## config.mk

```make
export PLATFORM = sky130hd
export DESIGN_NAME = tlv_packer
export DESIGN_NICKNAME = d
export VERILOG_FILES = /design/src/rtl/tlvp_pkg.sv /design/src/rtl/tlvp_fit_check.sv /design/src/rtl/tlvp_wptr.sv /design/src/rtl/tlv_packer.sv
export SDC_FILE = /design/constraint.sdc
export NUM_CORES = 1
export LEC_CHECK = 0
export ABC_AREA = 0
export CAP_MARGIN = 40
export CORE_MARGIN = 3
export CORE_UTILIZATION = 45
export CTS_BUF_LIST = sky130_fd_sc_hd__clkbuf_2
export DETAILED_ROUTE_END_ITERATION = 10
export PLACE_DENSITY = 0.68
export SETUP_SLACK_MARGIN = 0.02
export SYNTH_ARGS = -nofsm -noshare
export SYNTH_HDL_FRONTEND = slang
export SYNTH_HIERARCHICAL = 1
export SYNTH_SLANG_ARGS = --single-unit
export TNS_END_PERCENT = 10
```

## constraint.sdc

```tcl
create_clock -name clk -period 3.3 [get_ports clk]
set_input_delay 0.495 -clock clk [delete_from_list [all_inputs] [get_ports clk]]
set_output_delay 0.495 -clock clk [all_outputs]
set_load 0.02 [all_outputs]
```

## src/rtl/tlvp_pkg.sv

```systemverilog
package tlvp_pkg;
    typedef enum logic [2:0] {
        ST_IDLE,
        ST_TYPE,
        ST_LEN_LO,
        ST_LEN_HI,
        ST_PAYLOAD,
        ST_TERM,
        ST_FINISH
    } tlvp_state_t;

    localparam int          TLVP_HDR_BYTES = 3;
    localparam logic [7:0]  TLVP_END_CODE  = 8'h00;
endpackage

```

## src/rtl/tlvp_fit_check.sv

```systemverilog
module tlvp_fit_check #(
    parameter int PTR_W   = 7,
    parameter int BUF_END = 64
) (
    input  logic [PTR_W-1:0] wptr,
    input  logic [15:0]      len,
    input  logic             is_close,
    output logic             fits
);
    import tlvp_pkg::*;

    logic [17:0] need;

    always_comb begin
        need = 18'(wptr) + 18'(TLVP_HDR_BYTES) + 18'(len);
        if (is_close) begin
            fits = 18'(wptr) < 18'(BUF_END);
        end else begin
            fits = need < 18'(BUF_END);
        end
    end
endmodule

```

## src/rtl/tlvp_wptr.sv

```systemverilog
module tlvp_wptr #(
    parameter int PTR_W    = 7,
    parameter int BUF_BASE = 32
) (
    input  logic             clk,
    input  logic             rst_n,
    input  logic             adv,
    input  logic [16:0]      adv_amt,
    output logic [PTR_W-1:0] wptr
);
    always_ff @(posedge clk) begin
        if (!rst_n) begin
            wptr <= PTR_W'(BUF_BASE);
        end else if (adv) begin
            wptr <= wptr + PTR_W'(adv_amt);
        end
    end
endmodule

```

## src/rtl/tlv_packer.sv

```systemverilog
module tlv_packer #(
    parameter int REGION_BYTES = 64,
    parameter int BASE_OFFSET  = 32,
    parameter int ADDR_W       = $clog2(REGION_BYTES)
) (
    input  logic              clk,
    input  logic              rst_n,
    input  logic              cmd_go,
    input  logic              cmd_close,
    input  logic [7:0]        cmd_type,
    input  logic [15:0]       cmd_len,
    input  logic              pl_valid,
    input  logic [7:0]        pl_data,
    output logic              pl_ready,
    output logic              mem_we,
    output logic [ADDR_W-1:0] mem_addr,
    output logic [7:0]        mem_wdata,
    input  logic              mem_busy,
    output logic              busy,
    output logic              done,
    output logic              err
);
    import tlvp_pkg::*;

    localparam int PTR_W = ADDR_W + 1;

    tlvp_state_t      state;
    logic [17:0]      ofs;
    logic [7:0]       typ_q;
    logic [15:0]      len_q;
    logic             close_q;
    logic             fits;
    logic             adv;
    logic [16:0]      adv_amt;
    logic [PTR_W-1:0] wptr;
    logic             take;
    logic             last_pl;

    tlvp_fit_check #(.PTR_W(PTR_W), .BUF_END(REGION_BYTES)) u_fit (
        .wptr     (wptr),
        .len      (cmd_len),
        .is_close (cmd_close),
        .fits     (fits)
    );

    tlvp_wptr #(.PTR_W(PTR_W), .BUF_BASE(BASE_OFFSET)) u_ptr (
        .clk     (clk),
        .rst_n   (rst_n),
        .adv     (adv),
        .adv_amt (adv_amt),
        .wptr    (wptr)
    );

    assign take    = (state == ST_IDLE) && cmd_go;
    assign last_pl = (ofs == (18'(len_q) + 18'd2));

    always_ff @(posedge clk) begin
        if (!rst_n) begin
            state   <= ST_IDLE;
            ofs     <= '0;
            typ_q   <= '0;
            len_q   <= '0;
            close_q <= 1'b0;
            err     <= 1'b0;
        end else begin
            unique case (state)
                ST_IDLE: begin
                    if (take) begin
                        err     <= !fits;
                        typ_q   <= cmd_type;
                        len_q   <= cmd_len;
                        close_q <= cmd_close;
                        ofs     <= '0;
                        if (fits) begin
                            state <= cmd_close ? ST_TERM : ST_TYPE;
                        end
                    end
                end
                ST_TYPE: begin
                    if (!mem_busy) begin
                        state <= ST_LEN_LO;
                        ofs   <= 18'd1;
                    end
                end
                ST_LEN_LO: begin
                    if (!mem_busy) begin
                        state <= ST_LEN_HI;
                        ofs   <= 18'd2;
                    end
                end
                ST_LEN_HI: begin
                    if (!mem_busy) begin
                        ofs   <= 18'd3;
                        state <= (len_q == 16'd0) ? ST_FINISH : ST_PAYLOAD;
                    end
                end
                ST_PAYLOAD: begin
                    if (pl_valid && !mem_busy) begin
                        ofs <= ofs + 18'd1;
                        if (last_pl) begin
                            state <= ST_FINISH;
                        end
                    end
                end
                ST_TERM: begin
                    if (!mem_busy) begin
                        state <= ST_FINISH;
                    end
                end
                ST_FINISH: begin
                    state <= ST_IDLE;
                end
                default: state <= ST_IDLE;
            endcase
        end
    end

    always_comb begin
        mem_we    = 1'b0;
        mem_wdata = 8'h00;
        pl_ready  = 1'b0;
        done      = 1'b0;
        adv       = 1'b0;
        adv_amt   = close_q ? 17'd1 : (17'(len_q) + 17'(TLVP_HDR_BYTES));
        busy      = (state != ST_IDLE);
        mem_addr  = ADDR_W'(wptr + PTR_W'(ofs));
        unique case (state)
            ST_IDLE: begin
            end
            ST_TYPE: begin
                mem_we    = 1'b1;
                mem_wdata = typ_q;
            end
            ST_LEN_LO: begin
                mem_we    = 1'b1;
                mem_wdata = len_q[7:0];
            end
            ST_LEN_HI: begin
                mem_we    = 1'b1;
                mem_wdata = len_q[15:8];
            end
            ST_PAYLOAD: begin
                mem_we    = pl_valid;
                mem_wdata = pl_data;
                pl_ready  = !mem_busy;
            end
            ST_TERM: begin
                mem_we    = 1'b1;
                mem_wdata = TLVP_END_CODE;
            end
            ST_FINISH: begin
                done = 1'b1;
                adv  = 1'b1;
            end
            default: begin
            end
        endcase
    end
endmodule

```

# After elaboration in Yosys (flattened, before gate mapping)
# Cells that the tools add are included.
# totals
in_bits	38
n_memories	0
latch_bits	0
ramBits	0
rom_bits	0
register_bits	54
# op_classes
bitwise	0
div_mod_pow	0
reduce_logical	12
shift	0
n_mux	23
multipliers	0
n_eq_ne	15
n_addsub	7
order_cmp	2
# op_table
operator	n
18-bit two-way mux	5
18-bit one-hot mux with 5 select lines	1
8-bit one-hot mux with 4 select lines	1
3-bit two-way mux	9
18-bit by 1-bit adder with 18-bit output, second input constant	1
18-bit by 16-bit adder with 18-bit output	1
18-bit by 17-bit equality test with 1-bit output	1
18-bit by 7-bit less-than comparator with 1-bit output, second input constant	1
3-bit one-hot mux with 6 select lines	1
16-bit by 2-bit adder with 17-bit output, second input constant	1
16-bit zero test	1
2-bit inequality test, second input constant	8
3-bit equality test, second input constant	3
7-bit by 2-bit adder with 8-bit output, second input constant	1
8-bit AND reduction	1
7-bit by 2-bit adder with 7-bit output, second input constant	1
7-bit adder	1
7-bit less-than comparator, second input constant	1
7-bit two-way mux	1
6-bit adder	1
3-bit by 2-bit equality test with 1-bit output, second input constant	2
6-bit AND reduction	1
5-bit nonzero test	1
4-bit OR reduction	1
other kinds (9)	13

# Longest topological paths before layout
# depth
word_depth	7
mapped_depth	13
mapped_depth_nobuf	13

# Hierarchy
# The synthesis kept the hierarchy.
# by_module_without_submodules
mod	seq_area_each_um2	cells_each	instances	area_each_um2
tlv_packer	940.9	451	1	3305.7
tlvp_wptr	140.1	56	1	508.0
tlvp_fit_check	0.0	28	1	269.0

# Worst setup path after synthesis
# OpenSTA, ideal clock, no wires.
# synth_path
path_kind	input to register
from	in cmd_len[6]
to	reg state[2]
path_stages	12
required_time_ns	3.175
setup_time_ns	0.125
n_path_buf	0
path_slack_ns	0.089
arrival_ns	3.086
cell_sequence	ha_1 -> ha_1 -> or4_4 -> nor3_2 -> nand3_1 -> o32ai_2 -> a21oi_1 -> a221oi_1 -> nand4b_1 -> a2111oi_4 -> o211ai_1 -> nor3b_2
# synth_via
elab_chain_cells	5
# synth_lines
item	line	text
start: declaration	tlv_packer.sv:11	input logic [15:0] cmd_len,
18-bit by 16-bit adder with 18-bit output	tlvp_fit_check.sv:15	need = 18'(wptr) + 18'(TLVP_HDR_BYTES) + 18'(len);
18-bit by 7-bit less-than comparator with 1-bit output	tlvp_fit_check.sv:19	fits = need < 18'(BUF_END);
1-bit two-way mux	tlvp_fit_check.sv:16	if (is_close) begin
net fits	tlv_packer.sv:32	logic fits;
2-bit inequality test (no source line)	--	
8-bit AND reduction (no source line)	--	
end signal: assignment	tlv_packer.sv:75	state <= cmd_close ? ST_TERM : ST_TYPE;
end signal: assignment	tlv_packer.sv:94	state <= (len_q == 16'd0) ? ST_FINISH : ST_PAYLOAD;
end: declaration	tlv_packer.sv:27	tlvp_state_t state;
# The timed path passes the listed nets, and every way through them passes these cells.
# A chain may end at the register's enable or synchronous reset.

# Worst setup path in the final report
# layout_path
from	reg u_ptr.wptr[6]
to	reg state[1]
# layout_via
elab_chain_cells	6
elab_cells_between_ends	7
classes_between	2 x add/sub; 2 x order compare; 1 x eq/ne; 1 x mux; 1 x reduce/logical
# layout_lines
item	line	text
start: declaration	tlvp_wptr.sv:9	output logic [PTR_W-1:0] wptr
start signal: assignment	tlvp_wptr.sv:13	wptr <= PTR_W'(BUF_BASE);
start signal: assignment	tlvp_wptr.sv:15	wptr <= wptr + PTR_W'(adv_amt);
7-bit by 2-bit adder with 8-bit output	tlvp_fit_check.sv:15	
18-bit by 16-bit adder with 18-bit output	tlvp_fit_check.sv:15	
18-bit by 7-bit less-than comparator with 1-bit output	tlvp_fit_check.sv:19	
1-bit two-way mux (*)	tlvp_fit_check.sv:16	
net fits	tlv_packer.sv:32	
2-bit inequality test (no source line) (*)	--	
8-bit AND reduction (no source line) (*)	--	
# The timed path passes the listed nets; every way through them passes the cells marked *.

==> run summary <==
DR vias/cell = 5.63
Tmin final = 3.16 ns
CTS Sinks = 54
Die ar. = 0.00986 mm^2
Chip Height = 99.3 um
met1 GRT Util = 29.6%
status = finished, final reports clean
busiest metal layer after global routing = met2
largest net degree at the start of global routing = 27
worst min path class = input port to flip-flop
first-pass GRT wire length = 17.6 mm
CTS tree = yes
Final nets = 626
syn_area_per_cell = 7.75 um^2
VDD IR max = 0.000367 V
GR Layer Usage met2 = 36.2%
commonest non-fill, non-tap cell in the layout = nand2_1
area delta synth->final = 23.2%
Starting Density = 46.9%
most frequent cells in the layout = nand2_1, clkdlybuf4s50_1, dfxtp_1, a21oi_1, nor2_1
vias in the first global route = 3,649
die width = 99.3 um
MaxCap Viol Count = 0
H-tree Lvls = 2
Max FO, Critical Path = 5
I/O pin count = 57
grt ovf = 0
Final period util = 95.7%
CTS clock-pin slew for the worst setup and hold paths = 0.29 ns
RSZ-0062 raised after global routing = true
PwrDens = 528 mW/mm^2
initial antenna violation count = 0
later-pin clock latency in the skew report = 0.45 ns
Worst Path Arrival = 3.58 ns
leakage = 0.00180 uW
Std-Cell Rows = 33
cell area after layout = 0.00482 mm^2
Worst Path Required = 3.72 ns
clock skew = 0.0158 ns
met3 GRT Util = 3.72%
Final ANT Viol Nets = 0
Synth Net Count = 573
total CTS buffers = 5
worst slack, placed = -0.705 ns
placed cell areas = 0.00467 mm^2
Worst Tran Pin Value = 0.800 ns
gr usage total = 21.8%
fin. max-slew vios = 0
reg2reg start = u_ptr/wptr[6]
share of layout cells above drive strength 1 = 10.9%
hold buffers post-CTS = 0
Clock Path Buffers = 2
CP endpoint kind = flip-flop
Antenna Cells = 0
Hold Startpoint = cmd_len[5]
core footprint = 0.00834 mm^2
root buffer cell = clkbuf_2
crit start category = flip-flop
residual DRC count = 0
Routed WL = 10.7 mm
dpl hpwl = 8.31 mm
Cells after Synth = 505
Fmax = 317 MHz
kind of critical path = flip-flop to flip-flop
relative slew slack = 46.5%
drt initial violations = 215
final hold vios = 0
Pre-Repair DR Iteration Count = 5
mapped cell area = 0.00392 mm^2
routed len/inst = 16.0 um
Port Buffer Count = 56
fin worst setup slack = 0.143 ns
vias post-DR = 3,738
placer congestion estimate = 0.922
setup violators final = 0
crit path from = u_ptr/wptr[6]
synth warn = 6
final timing paths:
path,cells past startpoint,slack [ns],end
setup reg to reg,13,0.14,state[1]
hold / removal,3,0.39,len_q[5]
hold reg to reg,2,0.47,typ_q[5]
setup / recovery,13,0.14,state[1]
per-stage QoR:
step	setup TNS (ns)	power, uW	std cells	util, %	hold WS (ns)
after floorplan	0	1700	505	-	0.436
after global placement	-1.54	2130	651	55.5	0.446
after detailed placement	-1.93	2160	653	56.0	0.446
after CTS	-0.211	2530	663	57.6	0.381
after global routing	-0.00301	2710	664	57.8	0.408
final	0	2550	664	57.8	0.395
critical path, cell delays in order (launching register included):
cell and delay [ns]:
dfxtp_4 0.43, ha_4 0.26, ha_4 0.18, or4_4 0.41
nor3_2 0.16, nand3_1 0.13, o32ai_4 0.28, a21oi_2 0.11
a221oi_2 0.31, nand4b_1 0.18, a2111oi_4 0.31, buf_4 0.18
o21ai_2 0.05, a21oi_2 0.12
per-layer routing:
metal | wire length (um) | part of all wire (%)
met5 | 0 | 0
met4 | 168 | 1.6
met3 | 511 | 4.8
met2 | 4880 | 46
met1 | 5090 | 48
sequential cells by signal, indices dropped and copies added (netlist names):
name / flops
u_ptr/wptr: 7
state: 3
typ_q: 8
len_q: 16
close_q: 1
ofs: 18
err: 1
where the power goes:
group          internal (uW)  switching [uW]
clock                    125             222
combinational            587             741
sequential               749             122
total                   1460            1080
timing repair:
action / CTS / global route
endpoints found under the setup margin: 3 / 5
pin swaps: 10 / 10
setup buffers: 2 / 1
gates resized for setup: 10 / 7
area by class of cell:
cell class              count  area (um^2)
clock buffers               5         25.0
well taps                 105          131
flip-flops and latches     54         1090
multi-input cells         388         2650
inverters                  25         93.8
clock inverters             3         40.0
repair buffers             84          796
fillers                   810         3520
No activity file was read; power rests on OpenSTA's default activity.
